--- config.mk ---
export PLATFORM = sky130hd
export DESIGN_NAME = flash_guard
export DESIGN_NICKNAME = d
export VERILOG_FILES = /design/src/rtl/fg_pkg.sv /design/src/rtl/fg_pin_norm.sv /design/src/rtl/fg_range_chk.sv /design/src/rtl/flash_guard.sv
export SDC_FILE = /design/constraint.sdc
export NUM_CORES = 1
export LEC_CHECK = 0
export CORE_ASPECT_RATIO = 1.4
export CORE_MARGIN = 2
export CORE_UTILIZATION = 65
export DETAILED_ROUTE_END_ITERATION = 16
export DONT_BUFFER_PORTS = 1
export PLACE_DENSITY = 0.81
export SYNTH_ARGS = -nofsm -noshare
export SYNTH_HDL_FRONTEND = slang
export SYNTH_SLANG_ARGS = --single-unit
--- constraint.sdc ---
create_clock -name clk -period 2.8 [get_ports clk]
set_input_delay 0.28 -clock clk [delete_from_list [all_inputs] [get_ports clk]]
set_output_delay 0.28 -clock clk [all_outputs]
set_load 0.02 [all_outputs]
--- src/rtl/fg_pkg.sv ---
package fg_pkg;

    typedef enum logic [2:0] {
        OP_PROG  = 3'd0,
        OP_ERASE = 3'd1,
        OP_SRWR  = 3'd2,
        OP_LOCK  = 3'd3,
        OP_WPSET = 3'd4,
        OP_WPCLR = 3'd5,
        OP_MAPRD = 3'd6,
        OP_CMDRD = 3'd7
    } op_e;

    localparam logic [1:0] RC_GRANT = 2'd0;
    localparam logic [1:0] RC_DENY  = 2'd1;
    localparam logic [1:0] RC_INVAL = 2'd2;

    typedef struct packed {
        logic       lock;
        logic       wpl;
        logic [7:0] sh0;
        logic [7:0] sh1;
        logic       rv;
        logic [1:0] rc;
    } gate_st_t;

endpackage

--- src/rtl/fg_pin_norm.sv ---
module fg_pin_norm #(
    parameter bit ACTIVE_HIGH = 1'b0
) (
    input  logic pin_raw,
    output logic pin_act
);
    generate
        if (ACTIVE_HIGH) begin : g_hi
            assign pin_act = pin_raw;
        end else begin : g_lo
            assign pin_act = ~pin_raw;
        end
    endgenerate
endmodule

--- src/rtl/fg_range_chk.sv ---
module fg_range_chk #(
    parameter int unsigned FLASH_BYTES  = 65536,
    parameter int unsigned SECTOR_BYTES = 4096,
    localparam int unsigned AW     = $clog2(FLASH_BYTES),
    localparam int unsigned LW     = AW + 1,
    localparam int unsigned SW     = AW + 2,
    localparam int unsigned SEC_LG = $clog2(SECTOR_BYTES)
) (
    input  logic [AW-1:0] off,
    input  logic [LW-1:0] len,
    input  logic [AW-1:0] w_start,
    input  logic [LW-1:0] w_len,
    output logic          oob,
    output logic          overlap,
    output logic          misalign
);
    logic [SW-1:0] r_lo, r_hi, w_lo, w_hi, lo_max, hi_min;

    always_comb begin
        r_lo   = {2'b00, off};
        r_hi   = r_lo + {1'b0, len};
        w_lo   = {2'b00, w_start};
        w_hi   = w_lo + {1'b0, w_len};
        lo_max = (w_lo > r_lo) ? w_lo : r_lo;
        hi_min = (w_hi < r_hi) ? w_hi : r_hi;
        oob      = r_hi > SW'(FLASH_BYTES);
        overlap  = lo_max < hi_min;
        misalign = (off[SEC_LG-1:0] != '0) || (len[SEC_LG-1:0] != '0) || (len == '0);
    end
endmodule

--- src/rtl/flash_guard.sv ---
module flash_guard
    import fg_pkg::*;
#(
    parameter int unsigned FLASH_BYTES    = 65536,
    parameter int unsigned SECTOR_BYTES   = 4096,
    parameter bit          WP_ACTIVE_HIGH = 1'b0,
    localparam int unsigned ADDR_W = $clog2(FLASH_BYTES)
) (
    input  logic              clk,
    input  logic              rst_n,
    input  logic              req_valid,
    input  logic [2:0]        req_op,
    input  logic [ADDR_W-1:0] req_offset,
    input  logic [ADDR_W:0]   req_length,
    input  logic              wp_pin,
    input  logic [ADDR_W-1:0] win_start,
    input  logic [ADDR_W:0]   win_len,
    input  logic [7:0]        stat_in0,
    input  logic [7:0]        stat_in1,
    output logic              rsp_valid,
    output logic [1:0]        rsp_code,
    output logic              locked,
    output logic              wp_latched,
    output logic [7:0]        stat_out0,
    output logic [7:0]        stat_out1
);
    gate_st_t st_d, st_q;
    logic     pin_act, oob, overlap, misalign;
    op_e      op;

    assign op = op_e'(req_op);

    fg_pin_norm #(.ACTIVE_HIGH(WP_ACTIVE_HIGH)) u_pin (
        .pin_raw (wp_pin),
        .pin_act (pin_act)
    );

    fg_range_chk #(.FLASH_BYTES(FLASH_BYTES), .SECTOR_BYTES(SECTOR_BYTES)) u_rng (
        .off      (req_offset),
        .len      (req_length),
        .w_start  (win_start),
        .w_len    (win_len),
        .oob      (oob),
        .overlap  (overlap),
        .misalign (misalign)
    );

    always_comb begin
        st_d    = st_q;
        st_d.rv = 1'b0;
        st_d.rc = RC_GRANT;
        if (req_valid) begin
            st_d.rv = 1'b1;
            case (op)
                OP_PROG, OP_ERASE: begin
                    if (pin_act) st_d.wpl = 1'b1;
                    if (st_q.lock)                      st_d.rc = RC_DENY;
                    else if (oob)                       st_d.rc = RC_INVAL;
                    else if (op == OP_ERASE && misalign) st_d.rc = RC_INVAL;
                    else if (overlap)                   st_d.rc = RC_DENY;
                    else                                st_d.rc = RC_GRANT;
                end
                OP_SRWR: begin
                    if (pin_act) st_d.wpl = 1'b1;
                    if (st_q.lock) begin
                        if (st_q.wpl || pin_act) begin
                            st_d.rc = RC_DENY;
                        end else begin
                            st_d.lock = 1'b0;
                            st_d.rc   = RC_GRANT;
                        end
                    end
                end
                OP_LOCK: begin
                    if (!st_q.lock) begin
                        st_d.sh0 = stat_in0;
                        st_d.sh1 = stat_in1;
                    end
                    st_d.lock = 1'b1;
                end
                OP_WPSET: st_d.wpl = 1'b1;
                OP_WPCLR: st_d.rc  = RC_DENY;
                OP_MAPRD: st_d.rc  = oob ? RC_INVAL : RC_GRANT;
                OP_CMDRD: begin
                    if (st_q.lock) st_d.rc = RC_DENY;
                    else if (oob)  st_d.rc = RC_INVAL;
                end
                default: st_d.rc = RC_INVAL;
            endcase
        end
    end

    always_ff @(posedge clk or negedge rst_n) begin
        if (!rst_n) st_q <= '0;
        else        st_q <= st_d;
    end

    assign rsp_valid  = st_q.rv;
    assign rsp_code   = st_q.rc;
    assign locked     = st_q.lock;
    assign wp_latched = st_q.wpl;
    assign stat_out0  = st_q.lock ? st_q.sh0 : stat_in0;
    assign stat_out1  = st_q.lock ? st_q.sh1 : stat_in1;


    no_spurious_rsp_chk: assert property (@(posedge clk) disable iff (!rst_n)
        !req_valid |=> !rsp_valid);


    legal_code_chk: assert property (@(posedge clk) disable iff (!rst_n)
        rsp_valid |-> rsp_code != 2'b11);


    oob_invalid_chk: assert property (@(posedge clk) disable iff (!rst_n)
        (req_valid && op == OP_PROG && !locked && oob) |=> rsp_code == RC_INVAL);


    lock_blocks_prog_chk: assert property (@(posedge clk) disable iff (!rst_n)
        (req_valid && locked && (op == OP_PROG || op == OP_ERASE)) |=> rsp_code == RC_DENY);


    latch_sticky_chk: assert property (@(posedge clk) disable iff (!rst_n)
        wp_latched |=> wp_latched);


    shadow_capture_chk: assert property (@(posedge clk) disable iff (!rst_n)
        (req_valid && op == OP_LOCK && !locked) |=>
            (locked && stat_out0 == $past(stat_in0) && stat_out1 == $past(stat_in1)));


    shadow_hold_chk: assert property (@(posedge clk) disable iff (!rst_n)
        locked |=> $stable(st_q.sh0) && $stable(st_q.sh1));

endmodule

==> Word level (Yosys, flattened, before mapping) <==
Cells that the tools add are included.
{ "classes": {"n_addsub": 2, "order_cmp": 4, "n_eq_ne": 8, "n_mux": 19, "bitwise_logic": 2, "n_reduce_logical": 15} }
{ "ops": {"columns": ["operator", "n"], "rows": [
  ["$add A16 B17 Y18", 2],
  ["$lt A18 B18 Y1", 2],
  ["$reduce_bool A12 Y1", 2],
  ["$gt A18 B17 Y1 const B", 1],
  ["$mux W18", 1],
  ["$logic_not A17 Y1", 1],
  ["$gt A16 B16 Y1", 1],
  ["$mux W16", 1],
  ["$mux W8", 2],
  ["$eq A3 B3 Y1 const B", 4],
  ["$mux W2", 5],
  ["$pmux W2 S5", 1],
  ["$eq A3 B2 Y1 const B", 2],
  ["$mux W1", 6],
  ["$reduce_and A3 Y1", 2],
  ["$pmux W1 S2", 2],
  ["$reduce_bool A2 Y1", 2],
  ["$eq A3 B1 Y1 const B", 1],
  ["$logic_not A3 Y1", 1],
  ["$logic_or A1 B1 Y1", 3],
  ["$mux W3", 1],
  ["$reduce_or A3 Y1", 1],
  ["$ne A2 B2 Y1 const B", 1],
  ["$not A1 Y1", 2],
  ["other kinds (3)", 3]
]} }
{ "totals": {"register_bits": 21, "in_bits": 89, "output_inout_bits": 21} }

==> Depth between registers and ports, before layout <==
Gate-level depths: netlist of run 1.
{ "logic_depth": {"depth_word": 10, "depth_mapped": 29, "depth_no_buf": 27} }

==> By module <==
Synthesis of run 1 repeated with hierarchy kept, for this count alone.
{ "hier_totals": {"hier_cells": 523, "hier_area_um2": 4277.9} }
{ "by_module_without_submodules": {"columns": ["module", "instances", "cells_per_inst", "area_per_inst_um2"], "rows": [
  ["fg_range_chk", 1, 436, 3140.5],
  ["flash_guard", 1, 86, 1133.6],
  ["fg_pin_norm", 1, 1, 3.8]
]} }

==> Least setup slack after synthesis of run 1 <==
Ideal clock, no wire load.
{ "synth_path": {"path_type": "input to register", "start": "input port req_offset[6]", "end": "register st_q, in the netlist rsp_code[0]", "setup_ns": 0.111, "arrival_time_ns": 5.699, "path_slack_ns": -3.010, "path_stages": 28, "n_path_buf": 3, "path_cell_list": "ha_1 -> buf_6 -> a211oi_2 -> o211ai_2 -> a2111oi_2 -> nor3_1 -> a41o_2 -> nor4_4 -> inv_1 -> ha_1 -> a21o_1 -> a21o_1 -> a21oi_1 -> nor2b_1 -> a32oi_1 -> nand2_1 -> buf_2 -> clkbuf_1 -> a21oi_1 -> ha_1 -> a2111oi_0 -> o21ai_0 -> o211ai_1 -> o2111ai_1 -> nor3_1 -> mux2_2 -> a221oi_2 -> a2111oi_2"} }
{ "synth_lines": {"columns": ["element", "line_no", "source"], "rows": [
  ["start, declared", "flash_guard.sv:13", "input logic [ADDR_W-1:0] req_offset,"],
  ["end signal, assigned", "flash_guard.sv:95", "else st_q <= st_d;"],
  ["end, declared", "flash_guard.sv:27", "gate_st_t st_d, st_q;"]
]} }

==> results.yml, run 1 <==
run_status:
  outcome: "finished, violations left"
  violations: "setup timing"
logic_synthesis:
  seq_area_frac_synth: 0.123
  synth_cell_types: 68
  netlist_instances: 498
  synthXorXnorAreaFrac: 0.0511
  async_flop_share: 1.00
  ys.flop_type: "dfrtp_1"
  synthMuxAreaShare: 0.145
  synth_top_area_frac: 0.231
  yosysWarnings: 0
  synth_common_cells: "ha_1 (79), mux2_2 (49), a21oi_1 (48)"
  yosys.area_share.simple: 0.155
  synth_nets: 668
  synth-seq-cells: 21
  synthTopCellsByArea: "ha_1 (23%), mux2_2 (13%), dfrtp_1 (12%), a21oi_1 (5.6%), inv_1 (3.1%)"
  synth_top_family_by_area: "compound AO/OA/AOI/OAI gates"
  synth_fa_ha_area_frac: 0.240
  postSynthAreaPerCell_um2: 8.61
  synth_top_area_cell: "ha_1"
  synth_area_mm2: 0.00429
  yosys.cell_count.top_type: "ha_1"
  synth_compound_area_frac: 0.242
  synth_edf_count: 0
sta:
  relSlewSlack: 0.378
  tns_ps: -3040
  hold_ws_ps: 40.3
  period_share: 1.90
  hold_viol: 0
  rsz0062_at_grt: "true"
  skew_ps: 2.86
  fmax_mhz: 188
  setup_viol: 2
  final.min_clock_period_ps: 5310
  setup_slack_ps: -2510
  slew_viol_final: 0
  worstMarginPinSlew_ps: 930
route:
  totalWireLength_mm: 14.9
  vias: 4719
  drt_iter0_drc: 268
  dr.pass1.iters: 5
  via_per_inst: 6.78
  drt-wirelength-per-cell_um: 21.4
  detail-route-antenna-nets: 0
  drc: 0
die:
  num_rows: 35
  die_y_um: 100
  core_area_mm2: 0.00648
  die_w_um: 72.6
  ios: 110
  initial_core_util: 0.662
  dieArea_mm2: 0.00727
clock_tree:
  cts-root-buf: "clkbuf_8"
  cts.sinks: 21
  clock_path_buffers: 2
  clkLatencyLatePin_ps: 260
  cts_inserted_buffers: 3
  htreeDepth: 1
  clk_pin_slew_worst_paths_ps: 70
  tritoncts: "done"
cells_and_area:
  final_layout_size_suffix_gt1_frac: 0.378
  final_core_util: 0.874
  num_antenna_cells: 0
  syn2layout_area_growth_pct: 32.0
  nets: 793
  fin_area_mm2: 0.00566
  layout.cells.non_filler: 696
placed_design:
  gp_congestion: 0.993
  portBuffers: 0
  dp_hpwl_mm: 11.7
  dpl-instance-area_mm2: 0.00530
  dp.cells: 679
global_route:
  overflow: 0
  grt_pass1_wl_mm: 22.1
  grt_util_all_layers: 0.383
  antenna_found_initial: 0
  grt_max_degree: 22
  grt_pass1_vias: 4824
pwr:
  power.leakage_nw: 2.70
  vdd_ir_drop_max_v: 0.000439
  cellPowerDensity_mw_per_mm2: 494
setup_path:
  worst_setup_path_start_kind: "input pin"
  worstSetupPathType: "in2reg"
  cp_data_arrival_time_ps: 5440
  path_max_fanout: 5
  crit_required_ps: 2930
  worst_setup_path_end_kind: "flip-flop"
flow_run:
  cap_viol_max_count: 0
worst_hold_path:
  hold_path_class: "in2reg"
[flip-flops by register name, summed over array words and instances (netlist names)]
name	flops
st_q	16
rsp_code	2
locked	1
rsp_valid	1
wp_latched	1
[per-stage QoR]
| step | worst slack [ps] | power (mW) |
|---|---|---|
| 2_1_floorplan | -2450 | 1.71 |
| 3_3_place_gp | -2580 | 2.29 |
| 3_5_place_dp | -2790 | 2.37 |
| 4_1_cts | -2430 | 2.63 |
| 5_1_grt | -2770 | 2.99 |
| 6_report | -2510 | 2.80 |
[final cells by class]
| type | count | area, um^2 |
|---|---|---|
| multi-input cells | 431 | 3870 |
| repair buffers | 131 | 1000 |
| fillers | 348 | 820 |
| flip-flops and latches | 21 | 526 |
| inverters | 35 | 131 |
| well taps | 74 | 92.6 |
| clock buffers | 4 | 45.0 |
[routing by layer]
layer  vias to the layer above  global-route usage  wire, um
li1                       2151                   -         -
met1                      2241               0.415      5360
met2                       245               0.699      7730
met3                        82              0.0502       923
met4                         0               0.214       892
met5                         -                   0         0
[final timing paths]
path | from | endpoint | slack [ps] | depth (start not counted)
max reg2reg | locked | rsp_code[0] | 1190 | 4
min | req_valid | rsp_valid | 40 | 0
max | req_offset[3] | rsp_code[0] | -2510 | 25
min reg2reg | st_q[17] | st_q[17] | 510 | 1
max in group asynchronous | rst_n | st_q[3] | 1630 | 1
min in group asynchronous | rst_n | st_q[8] | 600 | 1
[report_power, final]
part / leakage [nW] / internal (mW) / total, mW / switching, mW
combinational: 2.42 / 1.09 / 2.18 / 1.09
sequential: 0.258 / 0.369 / 0.413 / 0.0434
clock: 0.0228 / 0.102 / 0.202 / 0.100
[what timing repair did]
action | 4_1_cts | 5_1_grt
pin swaps | 9 | 27
hold endpoints to repair | 21 | 0
resized for setup | 12 | 28
endpoints found under the setup margin | 2 | 2
hold buffers | 1 | 0
buffers inserted | 4 | 10
[critical path: stages]
cell and delay [ps]:
ha_1 330, o21ai_0 440, o21ai_4 150, a221oi_4 270, o21bai_1 140, o311a_1 340, nor2_1 120, xor2_1 170
ha_1 260, a21o_1 210, a21oi_2 180, nor2b_4 190, o211ai_1 150, nand2_2 180, buf_4 150, mux2i_1 80
ha_1 220, a2111oi_2 360, o21ai_1 120, o211ai_1 120, o2111ai_2 190, buf_4 190, o221ai_2 180, a221oi_2 60
a2111oi_2 370
[kinds of logic after synthesis]
family	after synthesis
AOI/OAI and AO/OA	147
muxes	56
buffers and inverters	46
DFF	21
and+or+nand+nor	122
xor gates and xnor gates	25
adders and majority gates	81
[cells in the final DEF, fill, tap and decap left out, types with 4 or more instances in the layout]
cell type,n
a21o_1,9
nor2b_1,5
buf_6,4
dfrtp_1,21
nand4_1,11
mux2i_1,7
inv_1,35
xor2_1,12
o211ai_1,9
nor4_1,8
a21oi_2,5
nand2b_1,10
o22ai_1,4
buf_4,126
o21a_1,8
nor3_1,6
a211oi_4,4
o21ai_0,18
a31oi_1,4
nand3_1,9
mux2_2,48
a21oi_1,43
a211oi_1,5
xnor2_1,11
ha_4,4
nand2_1,24
ha_1,73
nor2_1,25
(Power assumes the default switching activity.)
==> inputs of run 2 (changes only) <==
--- a/config.mk
+++ b/config.mk
@@ -7,10 +7,9 @@
 export LEC_CHECK = 0
 export CORE_ASPECT_RATIO = 1.4
 export CORE_MARGIN = 2
-export CORE_UTILIZATION = 65
+export CORE_UTILIZATION = 30
 export DETAILED_ROUTE_END_ITERATION = 16
 export DONT_BUFFER_PORTS = 1
-export PLACE_DENSITY = 0.81
 export SYNTH_ARGS = -nofsm -noshare
 export SYNTH_HDL_FRONTEND = slang
 export SYNTH_SLANG_ARGS = --single-unit
==> run 2 against run 1 <==
Effect of this change:
- the flow still finishes with violations (setup timing)
- register-to-register slack lost 20 ps
- fmax grew 5.1%
- routed wire length shrank 1.4%
- largest power group unchanged
==> results.yml, run 2 (same netlist as run 1, synthesis figures left out) <==
pwr:
  vdd_ir_drop_max_v: 0.000405
  sw_frac_of_total: 0.429
  power.share.sequential: 0.147
  pwr-share-clk: 0.108
  intPower_mw: 1.59
  power.leakage_nw: 2.69
  cellPowerDensity_mw_per_mm2: 484
  switching_power_mw: 1.19
  power_frac_comb: 0.745
route:
  vias: 4410
  dr.pass1.iters: 6
  drc: 0
  drt_iter0_drc: 136
  detail-route-antenna-nets: 0
  via_per_inst: 5.48
  drt-wirelength-per-cell_um: 18.3
  totalWireLength_mm: 14.7
cells_and_area:
  nets: 791
  final_layout_size_suffix_gt1_frac: 0.369
  largest_register_ffs: 16
  final_cell_mix: "buf_4 (127), ha_1 (77), mux2_2 (48)"
  layout.cells.non_filler: 805
  top_register: "st_q"
  syn2layout_area_growth_pct: 34.0
  num_antenna_cells: 0
  final_common_cell: "buf_4"
  final_core_util: 0.411
global_route:
  grt_pass1_vias: 4734
  overflow: 0
  grt_util_all_layers: 0.185
  grt_pass1_wl_mm: 22.9
  antenna_found_initial: 0
  grt_max_degree: 24
setup_path:
  cp_data_arrival_time_ps: 5170
  critPathMaxStageDelay_ps: 370
  ff2ff_path_depth: 5
  r2r-start: "locked"
  r2r_end: "rsp_code[0]"
  crit_required_ps: 2920
  crit_slowest_cell: "fa_2"
  worst_setup_path_end_kind: "flip-flop"
  reg2reg_slack_ps: 1170
  worstSetupPathType: "in2reg"
  path_max_fanout: 6
  worst_setup_path_start_kind: "input pin"
sta:
  skew_ps: 0.688
  slew_viol_final: 0
  period_share: 1.80
  tns_ps: -2410
  setup_slack_ps: -2250
  worstMarginPinSlew_ps: 925
  hold_ws_ps: 50.7
  setup_viol: 2
  rsz0062_at_grt: "true"
  final.min_clock_period_ps: 5050
  fmax_mhz: 198
  hold_viol: 0
  relSlewSlack: 0.381
worst_hold_path:
  hold_path_class: "in2reg"
  holdPathStages: 0
  min_from: "req_valid"
  worst_hold_path.endpoint: "rsp_valid"
placed_design:
  place_ws_ps: -2650
  gp_congestion: 0.923
  dp.cells: 795
  dp_hpwl_mm: 12.8
  portBuffers: 0
die:
  die_y_um: 145
  ios: 110
  core_area_mm2: 0.0140
  die_w_um: 105
  initial_core_util: 0.307
  num_rows: 51
  dieArea_mm2: 0.0153
clock_tree:
  clk_pin_slew_worst_paths_ps: 50
  tritoncts: "done"
  clkLatencyLatePin_ps: 250
  clock_path_buffers: 2
  htreeDepth: 1
  cts-root-buf: "clkbuf_16"
  cts_inserted_buffers: 3
  cts.sinks: 21
flow_run:
  cap_viol_max_count: 0
run_status:
  outcome: "finished, violations left"
  violations: "setup timing"
[run 2: cell type report]
| type | count | area, um^2 |
|---|---|---|
| Multi-Input combinational cell | 431 | 3800 |
| Fill cell | 1390 | 8230 |
| Timing Repair Buffer | 129 | 975 |
| Sequential cell | 21 | 526 |
| Clock buffer | 4 | 78.8 |
| Tap cell | 185 | 231 |
| Inverter | 35 | 131 |
[run 2: power groups by stage]
stage | combinational, mW | clock [mW] | sequential (mW)
3_3_place_gp | 1.90 | 0 | 0.408
3_5_place_dp | 1.95 | 0 | 0.411
6_report | 2.07 | 0.300 | 0.408
5_1_grt | 2.26 | 0.316 | 0.415
4_1_cts | 2.02 | 0.307 | 0.407
2_1_floorplan | 1.31 | 0 | 0.397
[run 2: worst max-delay path by stage]
stage	from	to	slack (ps)
final	req_offset[0]	rsp_code[0]	-2250
after global routing	req_offset[0]	rsp_code[0]	-2520
after CTS	req_offset[0]	rsp_code[0]	-2270
after detailed placement	win_start[0]	rsp_code[0]	-2650
after global placement	req_offset[0]	rsp_code[0]	-2590
after floorplan	req_offset[2]	rsp_code[0]	-2450
[run 2: metrics by stage]
stage	power, mW	cell area (um^2)
2_1_floorplan	1.71	4390
3_3_place_gp	2.31	5470
3_5_place_dp	2.36	5470
4_1_cts	2.73	5670
5_1_grt	2.99	5750
6_report	2.78	5750
[run 2: per-layer routing]
metal / part of all wire / GRT usage / routed length (um)
met1: 0.36 / 0.174 / 5240
met4: 0.053 / 0.0927 / 784
met5: 0 / 0 / 0
met2: 0.53 / 0.371 / 7780
met3: 0.060 / 0.0363 / 886
[run 2: critical path: cells and delay by family]
family,cells,cell delay (ps)
xor+xnor,1,210
fa+ha+maj,4,1100
buf+inv,1,170
compound gates,13,2260
simple gates,6,860
mux,1,280
[run 2: repair_timing]
item,CTS,global route
setup endpoints to repair,2,2
hold buffers,1,0
buffers inserted,5,1
pin swaps,13,5
hold endpoints to repair,21,0
gates resized for setup,15,13
